### src/rtl/pet_pkg.sv
package pet_pkg;

  localparam int VEC_W = 5;

  typedef logic [VEC_W-1:0] exc_vec_t;

  typedef enum logic [2:0] {
    CAUSE_NONE      = 3'd0,
    CAUSE_IFETCH_PF = 3'd1,
    CAUSE_BAD_OP    = 3'd2,
    CAUSE_DIV0      = 3'd3,
    CAUSE_DATA_PF   = 3'd4,
    CAUSE_DATA_PROT = 3'd5,
    CAUSE_IRQ       = 3'd6
  } cause_e;

  // Lowest set bit wins: bit index grows with stage, so earliest stage first.
  function automatic cause_e cause_of(exc_vec_t v);
    cause_e c;
    c = CAUSE_NONE;
    for (int i = VEC_W - 1; i >= 0; i--) begin
      if (v[i]) c = cause_e'(i + 1);
    end
    return c;
  endfunction

endpackage

### src/rtl/pet_stage.sv
module pet_stage
  import pet_pkg::*;
#(
  parameter int AW   = 32,
  parameter int FBIT = 0
) (
  input  logic          clk,
  input  logic          rst_n,
  input  logic          flush,
  input  logic          in_valid,
  input  logic [AW-1:0] in_pc,
  input  exc_vec_t      in_vec,
  input  logic          fault,
  output logic          out_valid,
  output logic [AW-1:0] out_pc,
  output exc_vec_t      out_vec
);

  // Post this stage's fault into the travelling vector.
  function automatic exc_vec_t post(exc_vec_t v, logic f);
    return v | (exc_vec_t'(f) << FBIT);
  endfunction

  always_ff @(posedge clk) begin
    if (!rst_n) begin
      out_valid <= 1'b0;
      out_pc    <= '0;
      out_vec   <= '0;
    end else if (flush) begin
      out_valid <= 1'b0;
      out_vec   <= '0;
    end else begin
      out_valid <= in_valid;
      out_pc    <= in_pc;
      out_vec   <= in_valid ? post(in_vec, fault) : '0;
    end
  end

endmodule

### src/rtl/pet_commit.sv
module pet_commit
  import pet_pkg::*;
#(
  parameter int AW = 32
) (
  input  logic          mem_valid,
  input  exc_vec_t      mem_vec,
  input  logic          mem_pgfault,
  input  logic          mem_protfault,
  input  logic          irq,
  input  logic          trap_return,
  input  logic          in_handler,
  input  logic          ex_valid,
  input  logic [AW-1:0] ex_pc,
  input  logic          id_valid,
  input  logic [AW-1:0] id_pc,
  input  logic [AW-1:0] fetch_pc,
  output logic          exc_take,
  output logic          rft_take,
  output logic          irq_take,
  output cause_e        take_cause,
  output logic [AW-1:0] resume_pc
);

  exc_vec_t full_vec;

  // Oldest instruction not yet retired when an interrupt cuts in.
  function automatic logic [AW-1:0] oldest_open(logic exv, logic [AW-1:0] expc,
                                                logic idv, logic [AW-1:0] idpc,
                                                logic [AW-1:0] fpc);
    if (exv) return expc;
    if (idv) return idpc;
    return fpc;
  endfunction

  always_comb begin
    full_vec   = mem_valid ? (mem_vec | {mem_protfault, mem_pgfault, 3'b000}) : '0;
    exc_take   = mem_valid && (full_vec != '0);
    rft_take   = trap_return && !exc_take;
    irq_take   = irq && !in_handler && !exc_take && !trap_return;
    take_cause = exc_take ? cause_of(full_vec) : CAUSE_IRQ;
    resume_pc  = oldest_open(ex_valid, ex_pc, id_valid, id_pc, fetch_pc);
  end

endmodule

### src/rtl/pet_trap_state.sv
module pet_trap_state
  import pet_pkg::*;
#(
  parameter int          AW         = 32,
  parameter logic [AW-1:0] RESET_PC   = '0,
  parameter logic [AW-1:0] HANDLER_PC = 'h80
) (
  input  logic          clk,
  input  logic          rst_n,
  input  logic          exc_take,
  input  logic          rft_take,
  input  logic          irq_take,
  input  cause_e        take_cause,
  input  logic [AW-1:0] mem_pc,
  input  logic [AW-1:0] resume_pc,
  input  logic          fetch_req,
  output logic [AW-1:0] fetch_pc,
  output logic [AW-1:0] epc,
  output cause_e        cause,
  output logic          in_handler
);

  function automatic logic [AW-1:0] seq_pc(logic [AW-1:0] pc);
    return pc + AW'(4);
  endfunction

  always_ff @(posedge clk) begin
    if (!rst_n) begin
      fetch_pc   <= RESET_PC;
      epc        <= '0;
      cause      <= CAUSE_NONE;
      in_handler <= 1'b0;
    end else if (exc_take) begin
      epc        <= mem_pc;
      cause      <= take_cause;
      fetch_pc   <= HANDLER_PC;
      in_handler <= 1'b1;
    end else if (rft_take) begin
      fetch_pc   <= epc;
      in_handler <= 1'b0;
    end else if (irq_take) begin
      epc        <= resume_pc;
      cause      <= CAUSE_IRQ;
      fetch_pc   <= HANDLER_PC;
      in_handler <= 1'b1;
    end else if (fetch_req) begin
      fetch_pc   <= seq_pc(fetch_pc);
    end
  end

endmodule

### src/rtl/precise_exc_unit.sv
module precise_exc_unit
  import pet_pkg::*;
#(
  parameter int          AW         = 32,
  parameter logic [AW-1:0] RESET_PC   = '0,
  parameter logic [AW-1:0] HANDLER_PC = 'h80
) (
  input  logic          clk,
  input  logic          rst_n,
  input  logic          fetch_req,
  input  logic          if_fault,
  input  logic          id_illegal,
  input  logic          ex_divzero,
  input  logic          mem_pgfault,
  input  logic          mem_protfault,
  input  logic          mem_store_req,
  input  logic          irq,
  input  logic          trap_return,
  output logic [AW-1:0] fetch_pc,
  output logic          redirect,
  output logic          exc_take,
  output logic          irq_take,
  output logic [AW-1:0] epc,
  output logic [2:0]    cause,
  output logic          store_en,
  output logic          retire_valid,
  output logic [AW-1:0] mem_pc
);

  localparam int NREG = 3;  // IF/ID, ID/EX, EX/MEM
  localparam int ID_S = 0;
  localparam int EX_S = 1;
  localparam int MEM_S = NREG - 1;

  logic          st_in_valid [NREG];
  logic [AW-1:0] st_in_pc    [NREG];
  exc_vec_t      st_in_vec   [NREG];
  logic          st_fault    [NREG];
  logic          st_valid    [NREG];
  logic [AW-1:0] st_pc       [NREG];
  exc_vec_t      st_vec      [NREG];

  logic          rft_take;
  logic          in_handler;
  cause_e        take_cause;
  cause_e        cause_q;
  logic [AW-1:0] resume_pc;

  for (genvar k = 0; k < NREG; k++) begin : g_stage
    if (k == 0) begin : g_first
      always_comb begin
        st_in_valid[k] = fetch_req;
        st_in_pc[k]    = fetch_pc;
        st_in_vec[k]   = '0;
        st_fault[k]    = if_fault;
      end
    end else begin : g_next
      always_comb begin
        st_in_valid[k] = st_valid[k-1];
        st_in_pc[k]    = st_pc[k-1];
        st_in_vec[k]   = st_vec[k-1];
        st_fault[k]    = (k == 1) ? id_illegal : ex_divzero;
      end
    end

    pet_stage #(.AW(AW), .FBIT(k)) u_stage (
      .clk       (clk),
      .rst_n     (rst_n),
      .flush     (redirect),
      .in_valid  (st_in_valid[k]),
      .in_pc     (st_in_pc[k]),
      .in_vec    (st_in_vec[k]),
      .fault     (st_fault[k]),
      .out_valid (st_valid[k]),
      .out_pc    (st_pc[k]),
      .out_vec   (st_vec[k])
    );
  end

  pet_commit #(.AW(AW)) u_commit (
    .mem_valid     (st_valid[MEM_S]),
    .mem_vec       (st_vec[MEM_S]),
    .mem_pgfault   (mem_pgfault),
    .mem_protfault (mem_protfault),
    .irq           (irq),
    .trap_return   (trap_return),
    .in_handler    (in_handler),
    .ex_valid      (st_valid[EX_S]),
    .ex_pc         (st_pc[EX_S]),
    .id_valid      (st_valid[ID_S]),
    .id_pc         (st_pc[ID_S]),
    .fetch_pc      (fetch_pc),
    .exc_take      (exc_take),
    .rft_take      (rft_take),
    .irq_take      (irq_take),
    .take_cause    (take_cause),
    .resume_pc     (resume_pc)
  );

  pet_trap_state #(.AW(AW), .RESET_PC(RESET_PC), .HANDLER_PC(HANDLER_PC)) u_state (
    .clk        (clk),
    .rst_n      (rst_n),
    .exc_take   (exc_take),
    .rft_take   (rft_take),
    .irq_take   (irq_take),
    .take_cause (take_cause),
    .mem_pc     (st_pc[MEM_S]),
    .resume_pc  (resume_pc),
    .fetch_req  (fetch_req),
    .fetch_pc   (fetch_pc),
    .epc        (epc),
    .cause      (cause_q),
    .in_handler (in_handler)
  );

  always_comb begin
    redirect     = exc_take || rft_take || irq_take;
    retire_valid = st_valid[MEM_S] && !exc_take;
    store_en     = retire_valid && mem_store_req;
    mem_pc       = st_pc[MEM_S];
    cause        = cause_q;
  end

endmodule

### config.mk
export PLATFORM = sky130hd
export DESIGN_NAME = precise_exc_unit
export DESIGN_NICKNAME = d
export VERILOG_FILES = /design/src/rtl/pet_pkg.sv /design/src/rtl/pet_stage.sv /design/src/rtl/pet_commit.sv /design/src/rtl/pet_trap_state.sv /design/src/rtl/precise_exc_unit.sv
export SDC_FILE = /design/constraint.sdc
export NUM_CORES = 1
export LEC_CHECK = 0
export BUFFER_PORTS_ARGS = -buffer_cell sky130_fd_sc_hd__buf_2
export CAP_MARGIN = 20
export CELL_PAD_IN_SITES_DETAIL_PLACEMENT = 2
export CELL_PAD_IN_SITES_GLOBAL_PLACEMENT = 2
export CORE_UTILIZATION = 31
export DETAILED_ROUTE_END_ITERATION = 10
export PLACE_DENSITY = 0.75
export SLEW_MARGIN = 30
export SYNTH_ARGS = -nofsm -noshare
export SYNTH_HDL_FRONTEND = slang
export SYNTH_SLANG_ARGS = --single-unit
export TNS_END_PERCENT = 100
### constraint.sdc
create_clock -name clk -period 1.9 [get_ports clk]
set_clock_uncertainty 0.05 [all_clocks]
set_input_delay 0 -clock clk [delete_from_list [all_inputs] [get_ports clk]]
set_output_delay 0 -clock clk [all_outputs]
set_load 0.03 [all_outputs]
# Yosys cells after proc, flatten, opt, wreduce, memory -nomap -nowiden
# Index checks and enable logic that the tools add are counted.
# totals
reg_bits,182
in_bits,11
output_inout_bits,104
wordCells,73
# classes
addsub,1
eq_ne,1
muxes,26
bitwise,7
n_reduce_logical,23
# op_table
cell,n
two-way mux 32 bit,10
adder 32 x 3 -> 32 bit (second input constant),1
two-way mux 3 bit,8
OR reduction 3 bit,3
two-way mux 8 bit,1
logical AND 1 bit,7
two-way mux 1 bit,6
nonzero test 3 bit,2
two-way mux 5 bit,1
bitwise OR 5 x 2 -> 5 bit,1
bitwise OR 5 x 3 -> 5 bit,1
bitwise OR 5 bit,1
nonzero test 5 bit,1
NOT 1 bit,4
nonzero test 4 bit,1
OR reduction 2 bit,2
zero test 1 bit,3
logical OR 1 bit,2
inequality test 2 bit (second input constant),1
AND reduction 2 bit,1
nonzero test 2 bit,1

# Depth between registers and ports, before layout
# Gate-level depths: netlist of run 1.
# depth
depth_word,10
ltp_mapped,10
ltp_nobuf,7

# By module
# A second synthesis of run 1 with hierarchy kept.
# unflattened
hier_cells,875
hier_area_um2,8440.6
# by_module_without_submodules
mod,n_inst,cells_each,area_per_inst_um2,seq_area_each_um2
pet_stage,3,116,1400.1,760.7
pet_trap_state,1,405,3467.1,1361.3
pet_commit,1,118,747.0,0.0
precise_exc_unit,1,4,26.3,0.0

# Least setup slack after synthesis of run 1
# Ideal clock, no wire load.
# synth_timing
kind,register to register
start,reg u_state.fetch_pc[2]
end,reg u_state.fetch_pc[16]
setup_ns,0.086
arrival_ns,1.962
required_time_ns,1.764
slack_ns,-0.198
stages_incl_launch_ff,7
n_path_buf,0
period_less_slack_ns,2.098
cell_sequence,dfxtp_1 > ha_1 > nand3_1 > nor2_1 > a21oi_1 > a311o_1 > a211oi_1
# synth_via
elab_chain_len,4
# synth_rtl
element,line_no,rtl
start: declaration,pet_trap_state.sv:17,"output logic [AW-1:0] fetch_pc,"
start signal: assignment,pet_trap_state.sv:39,fetch_pc <= epc;
start signal: assignment,pet_trap_state.sv:47,fetch_pc <= seq_pc(fetch_pc);
adder 32 x 3 -> 32 bit,pet_trap_state.sv:24,return pc + AW'(4);
two-way mux 32 bit,pet_trap_state.sv:46,end else if (fetch_req) begin
two-way mux 32 bit,pet_trap_state.sv:41,end else if (irq_take) begin
two-way mux 32 bit,pet_trap_state.sv:38,end else if (rft_take) begin
# Every way passes these cells. The select of a mux whose other input is x is not followed.
# A chain may end at the register's enable or synchronous reset.

# Worst setup path in the final report of run 1
# layout_timing
start,reg g_stage[2].u_stage.out_vec[1]
end,reg g_stage[1].u_stage.out_pc[31]
# layout_via
elab_chain_len,8
word_cells_on_any_way,10
classes_between,mux (1); bitwise (1); reduce/logical (8)
# layout_rtl
element,line_no,rtl
start: declaration,pet_stage.sv:16,output exc_vec_t out_vec
start signal: assignment,pet_stage.sv:35,"out_vec <= in_valid ? post(in_vec, fault) : '0;"
bitwise OR 5 bit *,pet_commit.sv:37,"full_vec = mem_valid ? (mem_vec | {mem_protfault, mem_pgfault, 3'b000}) : '0;"
two-way mux 5 bit *,pet_commit.sv:37,
nonzero test 5 bit *,pet_commit.sv:38,exc_take = mem_valid && (full_vec != '0);
logical AND 1 bit *,pet_commit.sv:38,
zero test 1 bit,"pet_commit.sv:39, pet_commit.sv:40",
logical AND 1 bit (on tied branches),"pet_commit.sv:39, pet_commit.sv:40",
logical OR 1 bit or logical AND 1 bit (tied branches),"precise_exc_unit.sv:117, pet_commit.sv:40",
logical OR 1 bit *,precise_exc_unit.sv:117,redirect = exc_take || rft_take || irq_take;
end signal: assignment,pet_stage.sv:34,out_pc <= in_pc;
end: declaration,pet_stage.sv:15,"output logic [AW-1:0] out_pc,"
# Every way passes the cells marked *; elsewhere a longest branch is shown, timed or not.

==> flow_summary.yaml, run 1 <==
yosys:
  syn_area_per_cell_um2: 8.110
  yosysTopAreaCellShare_pct: 42.79
  synth_nets: 1010
  synthTopCellsByArea: "dfxtp_1 43%, nand2_1 12%, mux2i_1 7.9%"
  synthCells: 998
  synth-seq-area-share_pct: 42.79
  yosysWarnings: 0
  synth-seq-cells: 173
  synth_top_area_cell: "dfxtp_1"
  ys_async_sr_fraction_pct: 0
  synth.most_common_cell: "nand2_1"
  synth_edf_count: 0
  netlist_top_cells_count: "250 x nand2_1, 173 x dfxtp_1, 71 x o21ai_0"
  synth-main-ff-cell: "dfxtp_1"
  synth_area_um2: 8094
  synth.distinct_cells: 55
floorplan:
  ios: 115
  die_x_um: 163.6
  dieArea_um2: 26760
  core_um2: 25400
  fp.dieH_um: 163.6
  start_util_pct: 31.87
  rows: 58
drt:
  drt_iter0_markers: 408
  via_per_inst: 5.433
  postRouteAntennaNets: 0
  drtPass1Iterations: 4
  vias: 8161
  highest_layer: "met4"
  wl_met2_um: 15810
  drc: 0
  routed_wl_um: 32390
  wl_per_cell_um: 21.56
  dr_wl_met3_um: 1216
  wl_met1_um: 14560
place:
  place.gp.congestion: 0.8382
  portBuffers: 114
  pre_cts_slack_ps: -47.20
  placed_cell_area_um2: 9410
  hpwl_um: 19390
timing:
  drv_slew: 0
  fin_crit_ps: 2007
  finalCritPeriodShare_pct: 105.6
  max_slew.worst_pin.slew_ps: 603.0
  fmax_ghz: 0.4982
  rsz0062_at_grt: "yes"
  tns_ps: -1591
  hold_viol: 0
  setup_violations: 61
  finalWorstSetupSlack_ps: -107.2
  max_slew_margin_pct: 59.80
clock_tree:
  cts_tree: "built"
  cts.sinks: 173
  clk_pin_slew_ps: 70
  cts_buffer_depth: 2
  htree_levels: 4
  numCtsBuffers: 17
  root_buffer: "clkbuf_16"
  clkLatencyLatePin_ps: 440
finish:
  fillers: 2896
  stdcell_area_um2: 10490
  fin_util_pct: 41.31
  nets: 1171
  layout-area-overhead-vs-synth_pct: 29.62
  n_antenna_cell: 0
  drive_above_1_share_pct: 24.91
critical_path:
  critPathKind: "flop to flop"
  crit_chain: "nor3_4 > a21bo_2 > inv_2 > nor3_4 > clkinv_4 > buf_4 > buf_16 > nand2_1 > a21boi_0"
  worst_ep_required_time_ps: 2160
  crit_path_end_kind: "flop"
  critPathSlowestCell: "dfxtp_2"
  worstPathArrival_ps: 2260
  slowest_delay_ps: 350
  path_common_cell: "nor3_4"
  path_max_fanout: 23
  cp-start-kind: "flop"
pwr:
  max-vdd-ir-drop_uv: 425.3
  leakagePower_nw: 4.033
  power_density_nw_per_um2: 743.4
  power.total_w: 0.007799
global_route:
  track_usage_pct: 22.03
  first_global_vias: 8403
  grt_pass1_wl_um: 46070
  grt_max_degree: 67
  grt-ovfl-total: 0
  antenna_found_initial: 0
worst_hold_path:
  hold_class: "input port to flop"
status:
  status: "complete, but fails checks"
  violations: "negative setup slack"
job:
  maxCapViolCount: 0
-- path summary, 6_finish.rpt --
kind	from	endpoint	slack (ps)	depth (start not counted)
max reg2reg	g_stage[2].u_stage.out_vec[1]$_SDFF_PP0_	g_stage[1].u_stage.out_pc[31]$_SDFFE_PN0N_	-110	9
min	fetch_req	g_stage[0].u_stage.out_valid$_SDFF_PP0_	130	3
min reg2reg	g_stage[1].u_stage.out_vec[1]$_SDFF_PP0_	g_stage[2].u_stage.out_vec[1]$_SDFF_PP0_	380	1
max	g_stage[2].u_stage.out_vec[1]$_SDFF_PP0_	g_stage[1].u_stage.out_pc[31]$_SDFFE_PN0N_	-110	9
-- layout make-up --
cell class                      instances  area [um2]  share of cell area [%]
Multi-Input combinational cell        736        4302                   41.00
Sequential cell                       173        3482                   33.19
Timing Repair Buffer                  226        1713                   16.33
Clock buffer                           21       470.5                   4.484
Tap cell                              330       412.9                   3.936
Clock inverter                         11       85.08                  0.8110
Inverter                                5       26.28                  0.2504
-- power breakdown --
| group | switching (W) | internal, W |
|---|---|---|
| sequential | 0.0000160 | 0.00364 |
| clock | 0.00163 | 0.00179 |
| combinational | 0.000429 | 0.000287 |
-- metal layers --
layer  up-vias  GRT usage, %
met5         -             0
met4         0         5.556
met3        46         3.098
met2       183         38.29
met1      4119         28.44
li1       3813             -
-- flip-flops by register name (all words and copies together) (netlist names) --
signal,flops
u_state.epc,32
u_state.cause,3
g_stage.u_stage.out_vec,6
u_state.in_handler,1
g_stage.u_stage.out_pc,96
u_state.fetch_pc,32
g_stage.u_stage.out_valid,3
-- worst max-delay path: cells and delay by family, from the launching register on --
family / cells / cell delay (ps)
AO/OA/AOI/OAI: 2 / 320
AND/OR/NAND/NOR: 3 / 590
flip-flops: 1 / 350
buffers and inverters: 4 / 550
-- cells by family after synthesis --
group	Yosys count	share of synthesized area (%)
buffers and inverters	89	4.808
adders and majority gates	1	0.1546
muxes	64	7.915
and+or+nand+nor	369	20.14
AOI/OAI and AO/OA	300	23.98
DFF	173	42.79
xor gates and xnor gates	2	0.2165
-- layout by cell type (no fill, tap or decap), types with 15 or more instances in the layout --
master,Yosys,routed
nand2_1,250,250
dfxtp_1,173,158
buf_2,23,111
buf_4,7,86
o21ai_0,71,71
a21oi_1,70,70
mux2i_1,64,62
a21boi_0,57,51
a21boi_1,40,45
nor2_1,26,25
clkbuf_16,0,22
nor3_1,23,21
nand3_1,17,16
dfxtp_2,0,15
-- stage by stage --
step | std cells | hold slack, ps
floorplan | 998 | 71.71
finish | 1502 | 133.8
global placement | 1431 | 151.2
detailed placement | 1431 | 157.7
global route | 1502 | 130.0
CTS | 1474 | 65.49
-- repair_timing --
| item | in CTS | in global routing |
|---|---|---|
| gates cloned | 1 | 6 |
| endpoints found under the setup margin | 22 | 142 |
| gates resized for setup | 9 | 25 |
| setup buffers | 4 | 23 |
| hold buffers | 6 | 0 |
| hold endpoints to repair | 7 | 0 |
| pin swaps | 4 | 5 |
No activity file was read; power rests on OpenSTA's default activity.
==> run 2, diff against run 1 <==
--- a/config.mk
+++ b/config.mk
@@ -5,13 +5,13 @@
 export SDC_FILE = /design/constraint.sdc
 export NUM_CORES = 1
 export LEC_CHECK = 0
-export BUFFER_PORTS_ARGS = -buffer_cell sky130_fd_sc_hd__buf_2
 export CAP_MARGIN = 20
 export CELL_PAD_IN_SITES_DETAIL_PLACEMENT = 2
 export CELL_PAD_IN_SITES_GLOBAL_PLACEMENT = 2
-export CORE_UTILIZATION = 31
+export CORE_UTILIZATION = 34
 export DETAILED_ROUTE_END_ITERATION = 10
-export PLACE_DENSITY = 0.75
+export DONT_BUFFER_PORTS = 1
+export PLACE_DENSITY = 0.74
 export SLEW_MARGIN = 30
 export SYNTH_ARGS = -nofsm -noshare
 export SYNTH_HDL_FRONTEND = slang
==> run 2 against run 1 <==
  * The run still ends with negative setup slack left
  * Combinational power is 4.9% lower
  * Critical path depth shrank 2
  * Total power increased by 6.1%
  * Non-clock buffer count decreased by 108
  * Fmax rose by 0.50%
  * First-iteration DRC count rose by 7.6%
  * Flip-flop and latch count unchanged
  * Clock power increased by 14%
  * Wire length grew 1.1%
  * Register-to-register slack improved by 20 ps
  * Largest cell class unchanged
  * Highest routed layer unchanged
==> flow_summary.yaml, run 2 (synthesis gave the netlist of run 1 again) <==
status:
  status: "complete, but fails checks"
  violations: "negative setup slack"
timing:
  max_slew_margin_pct: 33.72
  setup_violations: 96
  rsz0062_at_grt: "yes"
  hold_slack_ps: 9.802
  hold_viol: 0
  finalWorstSetupSlack_ps: -97.27
  max_slew.worst_pin.slew_ps: 991.0
  tns_ps: -3462
  finalCritPeriodShare_pct: 105.1
  fmax_ghz: 0.5007
  drv_slew: 0
  fin_crit_ps: 1997
global_route:
  grt-ovfl-total: 0
  track_usage_pct: 24.62
  grt_max_degree: 136
  grt_pass1_wl_um: 46470
  antenna_found_initial: 0
  first_global_vias: 8258
critical_path:
  crit_chain: "nor3_4 > a21bo_2 > inv_2 > nor3_4 > inv_4 > buf_12 > buf_6"
  critical_path.top_delay_family: "simple AND/OR/NAND/NOR gates"
  worstPathArrival_ps: 1950
  path_common_cell: "nor3_4"
  worst_ep_required_time_ps: 1850
  critPathSlowestCell: "dfxtp_4"
  cp-start-kind: "flop"
  slowest_delay_ps: 380
  crit_path_end_kind: "output pin"
  critPathKind: "flop to output pin"
  path_max_fanout: 7
  path_buf_inv: 4
pwr:
  leakagePower_nw: 3.511
  power_density_nw_per_um2: 816.6
  max-vdd-ir-drop_uv: 466.2
  power.total_w: 0.008271
drt:
  postRouteAntennaNets: 0
  highest_layer: "met4"
  drc: 0
  wl_per_cell_um: 23.67
  dr_wl_met3_um: 1622
  drtPass1Iterations: 4
  routed_wl_um: 32740
  wl_met1_um: 13490
  via_per_inst: 5.701
  drt_iter0_markers: 439
  wl_met2_um: 16690
  vias: 7885
place:
  place.gp.congestion: 0.8469
  portBuffers: 0
  hpwl_um: 18310
finish:
  drive_above_1_share_pct: 17.20
  largest_reg_flops: 96
  nets: 1063
  layout-area-overhead-vs-synth_pct: 25.14
  top_regs: "g_stage.u_stage.out_pc x96, u_state.epc x32, u_state.fetch_pc x32"
  mostFrequentLayoutCells: "248 x nand2_1, 159 x dfxtp_1, 82 x buf_4, 71 x o21ai_0, 68 x a21oi_1"
  n_antenna_cell: 0
  fin_util_pct: 43.28
  max_flop_register: "g_stage.u_stage.out_pc"
  final_common_cell: "nand2_1"
clock_tree:
  cts_tree: "built"
  clk_pin_slew_ps: 80
  clkLatencyLatePin_ps: 440
  numCtsBuffers: 17
  root_buffer: "clkbuf_16"
  cts.sinks: 173
  htree_levels: 4
  cts_buffer_depth: 2
floorplan:
  die_x_um: 156.3
  dieArea_um2: 24430
  core_um2: 23400
  rows: 56
  start_util_pct: 34.59
  ios: 115
  fp.dieH_um: 156.3
job:
  maxCapViolCount: 0
worst_hold_path:
  hold_class: "input port to flop"
-- run 2: cell types whose count changed in the layout (fill, tap and decap cells not counted), sizes merged --
cell | before | now
clkinvlp | 3 | 0
buf | 215 | 100
inv | 6 | 5
clkbuf | 26 | 28
clkinv | 7 | 5
bufinv | 0 | 5
dlygate4sd3 | 6 | 12
-- run 2: worst reg2reg max path, stage by stage, from the launching register on --
cell	delay, ps
dfxtp_4	380
nor3_4	210
a21bo_2	200
inv_2	70
nor3_4	270
inv_4	80
buf_4	210
buf_16	190
nand2_1	120
a21boi_1	80
-- run 2: metal layers --
| metal | vias up | global-route usage, % |
|---|---|---|
| met5 | - | 0 |
| met4 | 0 | 8.123 |
| met3 | 53 | 5.428 |
| met2 | 189 | 44.05 |
| met1 | 4048 | 28.92 |
| li1 | 3595 | - |
-- run 2: final timing paths --
| check | to | cells after the start | slack [ps] | start |
|---|---|---|---|---|
| max reg2reg | g_stage[1].u_stage.out_pc[9]$_SDFFE_PN0N_ | 9 | -90 | g_stage[2].u_stage.out_vec[1]$_SDFF_PP0_ |
| max | redirect | 7 | -100 | g_stage[2].u_stage.out_vec[1]$_SDFF_PP0_ |
| min | u_state.cause[1]$_SDFFE_PN0P_ | 4 | 10 | trap_return |
| min reg2reg | g_stage[2].u_stage.out_vec[1]$_SDFF_PP0_ | 1 | 390 | g_stage[1].u_stage.out_vec[1]$_SDFF_PP0_ |
-- run 2: power breakdown --
| part | switching, W | internal (W) |
|---|---|---|
| registers | 0.0000294 | 0.00364 |
| clock network | 0.00154 | 0.00238 |
| logic | 0.000416 | 0.000265 |
| total | 0.00199 | 0.00628 |
-- run 2: layout make-up --
| class | count | area (um2) |
|---|---|---|
| Timing Repair Buffer | 118 | 1217 |
| Multi-Input combinational cell | 736 | 4362 |
| Clock buffer | 22 | 454.2 |
| Tap cell | 319 | 399.1 |
| Sequential cell | 173 | 3483 |
| Fill cell | 2580 | 13270 |
| Inverter | 5 | 26.28 |
| Clock inverter | 10 | 186.4 |
-- run 2: timing repair --
item / in CTS / in global routing
setup endpoints to repair: 102 / 145
buffers inserted: 3 / 11
hold buffers: 11 / 2
pin swaps: 4 / 38
gates cloned: 1 / 6
resized for setup: 9 / 47
hold endpoints to repair: 160 / 5
-- run 2: stage by stage --
stage / setup slack, ps / instance area, um2 / cells
CTS: -106.2 / 9744 / 1365
floorplan: -12.33 / 8120 / 998
detailed placement: -72.02 / 8889 / 1318
global route: -174.5 / 10130 / 1383
finish: -97.27 / 10130 / 1383
global placement: 63.93 / 8889 / 1318
